**src/rtl/widthsw_pkg.sv**
```systemverilog
package widthsw_pkg;
  localparam int WORD_W  = 16;
  localparam int BYTE_W  = WORD_W / 2;
  localparam int BANK_W  = 8;
  localparam int EA_W    = BANK_W + WORD_W;
  localparam int FLAG_W  = 8;
  localparam int MSZ_BIT = 5;
  localparam int XSZ_BIT = 4;
  localparam int NUM_IDX = 2;

  // Indexed address: 16-bit sum, carry into the bank, bank wraps.
  function automatic logic [EA_W-1:0] ea_calc(
    input logic [WORD_W-1:0] base,
    input logic [BANK_W-1:0] bank,
    input logic [WORD_W-1:0] idx
  );
    logic [WORD_W:0] sum;
    logic [BANK_W-1:0] bank_n;
    sum    = {1'b0, base} + {1'b0, idx};
    bank_n = bank + {{(BANK_W-1){1'b0}}, sum[WORD_W]};
    return {bank_n, sum[WORD_W-1:0]};
  endfunction

  function automatic logic [1:0] bus_cycles(input logic msize);
    return msize ? 2'd1 : 2'd2;
  endfunction
endpackage

```
**src/rtl/wsw_status.sv**
```systemverilog
module wsw_status
  import widthsw_pkg::*;
(
  input  logic              clk,
  input  logic              rst_n,
  input  logic              xce_req,
  input  logic              xce_carry_i,
  input  logic [FLAG_W-1:0] flag_set,
  input  logic [FLAG_W-1:0] flag_clr,
  output logic              emu_q,
  output logic              msz_q,
  output logic              xsz_q,
  output logic              xsz_nxt,
  output logic              carry_q
);
  logic emu_nxt, msz_nxt;

  always_comb begin
    emu_nxt = xce_req ? xce_carry_i : emu_q;
    msz_nxt = msz_q;
    xsz_nxt = xsz_q;
    if (!emu_q) begin
      if (flag_clr[MSZ_BIT]) msz_nxt = 1'b0;
      if (flag_set[MSZ_BIT]) msz_nxt = 1'b1;
      if (flag_clr[XSZ_BIT]) xsz_nxt = 1'b0;
      if (flag_set[XSZ_BIT]) xsz_nxt = 1'b1;
    end
    if (emu_nxt) begin
      msz_nxt = 1'b1;
      xsz_nxt = 1'b1;
    end
  end

  always_ff @(posedge clk) begin
    if (!rst_n) begin
      emu_q   <= 1'b1;
      msz_q   <= 1'b1;
      xsz_q   <= 1'b1;
      carry_q <= 1'b0;
    end else begin
      emu_q <= emu_nxt;
      msz_q <= msz_nxt;
      xsz_q <= xsz_nxt;
      if (xce_req) carry_q <= emu_q;
    end
  end

  logic unused_mask_bits;
  assign unused_mask_bits = ^{flag_set, flag_clr};

  AST_EMU_LOCKS_SIZE: assert property (@(posedge clk) disable iff (!rst_n)
    emu_q |-> (msz_q && xsz_q));
  AST_XCE_RETURNS_OLD: assert property (@(posedge clk) disable iff (!rst_n)
    xce_req |=> (carry_q == $past(emu_q) && emu_q == $past(xce_carry_i)));
endmodule

```
**src/rtl/wsw_accum.sv**
```systemverilog
module wsw_accum
  import widthsw_pkg::*;
(
  input  logic              clk,
  input  logic              rst_n,
  input  logic              msz_q,
  input  logic              wr_en,
  input  logic              wr_word,
  input  logic [WORD_W-1:0] wr_data,
  input  logic              swap,
  output logic [WORD_W-1:0] acc_o,
  output logic [1:0]        cycles_o
);
  logic [BYTE_W-1:0] lo_q, hi_q, lo_nxt, hi_nxt;
  logic              wide_write;

  assign wide_write = wr_en && wr_word && !msz_q;

  always_comb begin
    lo_nxt = lo_q;
    hi_nxt = hi_q;
    if (wr_en) begin
      lo_nxt = wr_data[BYTE_W-1:0];
      if (wide_write) hi_nxt = wr_data[WORD_W-1:BYTE_W];
    end else if (swap) begin
      lo_nxt = hi_q;
      hi_nxt = lo_q;
    end
  end

  always_ff @(posedge clk) begin
    if (!rst_n) begin
      lo_q <= '0;
      hi_q <= '0;
    end else begin
      lo_q <= lo_nxt;
      hi_q <= hi_nxt;
    end
  end

  assign acc_o    = msz_q ? {{BYTE_W{1'b0}}, lo_q} : {hi_q, lo_q};
  assign cycles_o = bus_cycles(msz_q);

  AST_SWAP_EXCHANGES: assert property (@(posedge clk) disable iff (!rst_n)
    (swap && !wr_en) |=> (lo_q == $past(hi_q) && hi_q == $past(lo_q)));
  AST_NARROW_WRITE_KEEPS_HI: assert property (@(posedge clk) disable iff (!rst_n)
    (wr_en && !(wr_word && !msz_q)) |=> $stable(hi_q));
  AST_HI_SURVIVES_MODE: assert property (@(posedge clk) disable iff (!rst_n)
    (!wr_en && !swap) |=> $stable(hi_q));
endmodule

```
**src/rtl/wsw_index.sv**
```systemverilog
module wsw_index
  import widthsw_pkg::*;
(
  input  logic               clk,
  input  logic               rst_n,
  input  logic               xsz_q,
  input  logic               xsz_nxt,
  input  logic [NUM_IDX-1:0] wr_en,
  input  logic               wr_word,
  input  logic [WORD_W-1:0]  wr_data,
  output logic [WORD_W-1:0]  idx_o [NUM_IDX]
);
  for (genvar g = 0; g < NUM_IDX; g++) begin : g_idx
    logic [BYTE_W-1:0] lo_q, hi_q;
    logic              hi_load;

    assign hi_load = wr_en[g] && wr_word && !xsz_q;

    always_ff @(posedge clk) begin
      if (!rst_n) begin
        lo_q <= '0;
        hi_q <= '0;
      end else begin
        if (wr_en[g]) lo_q <= wr_data[BYTE_W-1:0];
        if (xsz_nxt)      hi_q <= '0;
        else if (hi_load) hi_q <= wr_data[WORD_W-1:BYTE_W];
      end
    end

    assign idx_o[g] = {hi_q, lo_q};

    AST_IDX_HI_ZERO: assert property (@(posedge clk) disable iff (!rst_n)
      xsz_q |-> (hi_q == '0));
  end
endmodule

```
**src/rtl/wsw_ea.sv**
```systemverilog
module wsw_ea
  import widthsw_pkg::*;
(
  input  logic [WORD_W-1:0] base,
  input  logic [BANK_W-1:0] bank,
  input  logic              sel_y,
  input  logic [WORD_W-1:0] x_val,
  input  logic [WORD_W-1:0] y_val,
  output logic [EA_W-1:0]   ea_o
);
  logic [WORD_W-1:0] idx_sel;
  assign idx_sel = sel_y ? y_val : x_val;
  assign ea_o    = ea_calc(base, bank, idx_sel);
endmodule

```
**src/rtl/widthsw_regfile.sv**
```systemverilog
module widthsw_regfile
  import widthsw_pkg::*;
(
  input  logic              clk,
  input  logic              rst_n,
  input  logic              xce_req,
  input  logic              xce_carry_i,
  output logic              xce_carry_o,
  input  logic [FLAG_W-1:0] flag_set,
  input  logic [FLAG_W-1:0] flag_clr,
  input  logic              acc_we,
  input  logic              acc_word,
  input  logic [WORD_W-1:0] acc_wdata,
  input  logic              acc_swap,
  input  logic [1:0]        idx_we,
  input  logic              idx_word,
  input  logic [WORD_W-1:0] idx_wdata,
  input  logic [WORD_W-1:0] ea_base,
  input  logic [BANK_W-1:0] ea_bank,
  input  logic              ea_sel_y,
  output logic              emu_o,
  output logic              msize_o,
  output logic              xsize_o,
  output logic [WORD_W-1:0] acc_o,
  output logic [WORD_W-1:0] idx_x_o,
  output logic [WORD_W-1:0] idx_y_o,
  output logic [1:0]        acc_cycles_o,
  output logic [EA_W-1:0]   ea_o
);
  logic              xsz_nxt;
  logic [WORD_W-1:0] idx_vals [NUM_IDX];

  wsw_status u_status (
    .clk(clk), .rst_n(rst_n), .xce_req(xce_req), .xce_carry_i(xce_carry_i),
    .flag_set(flag_set), .flag_clr(flag_clr), .emu_q(emu_o), .msz_q(msize_o),
    .xsz_q(xsize_o), .xsz_nxt(xsz_nxt), .carry_q(xce_carry_o)
  );

  wsw_accum u_accum (
    .clk(clk), .rst_n(rst_n), .msz_q(msize_o), .wr_en(acc_we),
    .wr_word(acc_word), .wr_data(acc_wdata), .swap(acc_swap),
    .acc_o(acc_o), .cycles_o(acc_cycles_o)
  );

  wsw_index u_index (
    .clk(clk), .rst_n(rst_n), .xsz_q(xsize_o), .xsz_nxt(xsz_nxt),
    .wr_en(idx_we), .wr_word(idx_word), .wr_data(idx_wdata), .idx_o(idx_vals)
  );

  assign idx_x_o = idx_vals[0];
  assign idx_y_o = idx_vals[1];

  wsw_ea u_ea (
    .base(ea_base), .bank(ea_bank), .sel_y(ea_sel_y),
    .x_val(idx_x_o), .y_val(idx_y_o), .ea_o(ea_o)
  );

  AST_CYCLES_TRACK_SIZE: assert property (@(posedge clk) disable iff (!rst_n)
    $fell(msize_o) |-> (acc_cycles_o == 2'd2));
endmodule

```
**config.mk**
```make
export PLATFORM = sky130hd
export DESIGN_NAME = widthsw_regfile
export DESIGN_NICKNAME = d
export VERILOG_FILES = /design/src/rtl/widthsw_pkg.sv /design/src/rtl/wsw_status.sv /design/src/rtl/wsw_accum.sv /design/src/rtl/wsw_index.sv /design/src/rtl/wsw_ea.sv /design/src/rtl/widthsw_regfile.sv
export SDC_FILE = /design/constraint.sdc
export NUM_CORES = 1
export LEC_CHECK = 0
export CORE_UTILIZATION = 64
export CTS_CLUSTER_SIZE = 8
export DETAILED_ROUTE_END_ITERATION = 6
export DONT_BUFFER_PORTS = 1
export PLACE_DENSITY = 0.82
export SLEW_MARGIN = 0
export SYNTH_ARGS = -nofsm -noshare
export SYNTH_HDL_FRONTEND = slang
export SYNTH_HIERARCHICAL = 1
export SYNTH_SLANG_ARGS = --single-unit
```
**constraint.sdc**
```tcl
create_clock -name clk -period 6.25 [get_ports clk]
set_input_delay 1.25 -clock clk [delete_from_list [all_inputs] [get_ports clk]]
set_output_delay 1.25 -clock clk [all_outputs]
set_load 0.02 [all_outputs]
```
==> impl_metrics.tcl <==
set metrics [dict create \
    synthToLayoutAreaGrowth_pct 2.02 \
    cts_resized 0 \
    die_y_um 76.2 \
    diodes 0 \
    fin_nets 469 \
    die_area_um2 5810 \
    synth_async_sr_flop_share_pct 0 \
    hold_viol_final 0 \
    setup_viol 0 \
    dpl_cell_area_um2 3470 \
    arrival_ps 4330 \
    finalMaxSlewViolations 0 \
    numPortBuffers 0 \
    fp.dieW_um 76.2 \
    yosys.area.top_type_share_pct 29.5 \
    avgViaCountPerCell 6.16 \
    max_freq_ghz 0.179 \
    synth_top_cells_by_area "dfxtp_1 30%, mux2i_1 14%, ha_1 6.4%, nand3b_1 5.5%, mux2_2 5.1%" \
    ys_seq_elements 52 \
    relSlewSlack_pct 44.7 \
    synth_edf_count 0 \
    fin_setup_tns_ps 0 \
    path_class "input pin to output port" \
    cp-start-kind "input pin" \
    drc 0 \
    synth_warnings 6 \
    r2r_start "u_status/xsz_q" \
    root_buffer "clkbuf_8" \
    yosysSeqAreaShare_pct 29.5 \
    syn_nets 482 \
    grt_pass1_wl_um 12200 \
    fin_area_um2 3600 \
    cts_tree "built" \
    wire_per_inst_um 17.6 \
    ant_nets 0 \
    clock-sinks 52 \
    rsz0062_at_grt "no" \
    period_minus_slack_ps 5580 \
    p_leak_nw 1.47 \
    hold_buffers 0 \
    top_level_ports 161 \
    numCtsBuffers 5 \
    ff2ff_setup_slack_ps 4480 \
    synth_area_leader_cell "dfxtp_1" \
    ys.flop_type "dfxtp_1" \
    min_period_over_period_pct 89.3 \
    start_util_pct 67.7 \
    postCtsSetupBuffers 0 \
    p_per_area_nw_per_um2 207 \
    core_um2 5200 \
    grt_usage_pct 25.9 \
    worst_pin_slew_ps 829 \
    clockBufferDepth 2 \
    hold_start "u_accum/hi_q[2]" \
    hpwlAfterDp_um 5770 \
    worst-r2r-cell-count 5 \
    rows 26 \
    yosys-top-cells-count "52 x dfxtp_1, 49 x mux2i_1, 26 x nand3b_1, 26 x nor2b_1, 21 x a21oi_1" \
    syn_inst 380 \
    finalWeightedCongestion 0.874 \
    status "complete, no violations" \
    hold_end "u_accum/hi_q[2]" \
    clock_latency_ps 300 \
    vias 2697 \
    yosysMostFrequentCell "dfxtp_1" \
    dr.pass1.iters 4 \
    grt_start_max_net_pins 59 \
    yosysUniqueCellTypes 54 \
    peakVddDrop_mv 0.196 \
    grt_pass1_vias 2573 \
    syn_area_um2 3520 \
    cts_max_level 2 \
    antenna_found_initial 0 \
    finClkSkew_ps 5.01 \
    min_path_type "register to register" \
    path_clk_slew_ps 90 \
    drive_above_1_share_pct 10.1 \
    drv_cap 0 \
    hold_depth 2 \
    avgSynthCellArea_um2 9.28 \
    grt-ovfl-total 0 \
    required_ps 5000 \
    wl_um 7690 \
    drtIter0Drc 96 \
    r2r_end "u_index/g_idx[1].hi_q[5]" \
    path_max_fanout 16 \
    end_kind "output port" \
]
## critical path, stage by stage
cell	delay, ps
mux2_2	330
ha_1	220
fa_1	430
a211oi_1	320
nor2_1	130
nor3_1	290
o21a_1	250
o21ai_0	120
ha_1	220
ha_1	210
nand3_1	130
nor2_1	70
xor2_1	360
## routing by layer
| metal | part of all wire (%) | vias up | routed length (um) | track usage [%] |
|---|---|---|---|---|
| met5 | 0 | - | 0 | 0 |
| met2 | 49 | 87 | 3760 | 44.8 |
| met3 | 6.7 | 8 | 514 | 7.31 |
| met1 | 43 | 1251 | 3320 | 30.7 |
| li1 | - | 1351 | - | - |
| met4 | 1.3 | 0 | 101 | 8.27 |
## how the worst max path moves through the flow
| stage | start | end | depth (start not counted) |
|---|---|---|---|
| floorplan | ea_sel_y | ea_o[23] | 13 |
| global placement | ea_sel_y | ea_o[22] | 13 |
| detailed placement | ea_sel_y | ea_o[22] | 13 |
| global route | ea_sel_y | ea_o[22] | 13 |
| finish | ea_sel_y | ea_o[22] | 13 |
| CTS | ea_sel_y | ea_o[22] | 13 |
## cell usage in the layout (no fill, tap or decap), types with 3 or more instances in the layout
cell       n
a211oi_1   5
a21oi_1   21
and2_1     8
clkbuf_8   6
dfxtp_1   52
ha_1      18
inv_1      6
mux2_1     6
mux2_2    16
mux2i_1   49
nand2_1   18
nand3_1   11
nand3b_1  26
nor2_1     9
nor2b_1   26
nor3_1     6
o211ai_1   4
o21a_1     3
o21ai_0   11
o21ai_1   15
or3_1      3
xnor2_1    9
xor2_1     5
## flip-flops by register name (all words and copies together) (netlist names)
register	cells
u_index/g_idx.lo_q	16
u_index/g_idx.hi_q	16
u_status/msz_q	1
u_accum/hi_q	8
u_status/carry_q	1
u_accum/lo_q	8
u_status/xsz_q	1
u_status/emu_q	1
## cells by family (layout without fill, tap and decap cells)
logic type | after synthesis | in the layout | share of synthesized area [%]
adders and majority gates | 19 | 19 | 6.96
muxes | 73 | 73 | 21.8
DFF | 52 | 52 | 29.5
buffers and inverters | 29 | 17 | 4.97
xor gates and xnor gates | 14 | 14 | 3.48
and+or+nand+nor | 119 | 119 | 20.0
AOI/OAI and AO/OA | 74 | 74 | 13.3
## layout make-up
type | instances | area (um^2)
Tap cell | 70 | 87.6
Timing Repair Buffer | 1 | 7.51
Inverter | 8 | 30.0
Multi-Input combinational cell | 299 | 2310
Fill cell | 438 | 1610
Sequential cell | 52 | 1040
Clock inverter | 2 | 38.8
Clock buffer | 6 | 82.6
## power by group
| group | switching, mW | leakage [nW] | total [mW] | internal [mW] |
|---|---|---|---|---|
| Sequential | 0.0264 | 0.426 | 0.371 | 0.345 |
| Clock | 0.109 | 0.0614 | 0.240 | 0.131 |
| Combinational | 0.0737 | 0.983 | 0.132 | 0.0581 |
## through the flow
stage	power, mW	setup slack (ps)	std cells	hold WS [ps]	util, %
final	0.744	667	438	566	69.1
after global placement	0.505	759	430	549	66.8
after floorplan	0.505	599	380	531	-
after CTS	0.748	719	438	567	69.1
after global routing	0.774	487	438	608	69.1
after detailed placement	0.510	742	430	552	66.8
Note: power is estimated with default switching activity, not from simulation.
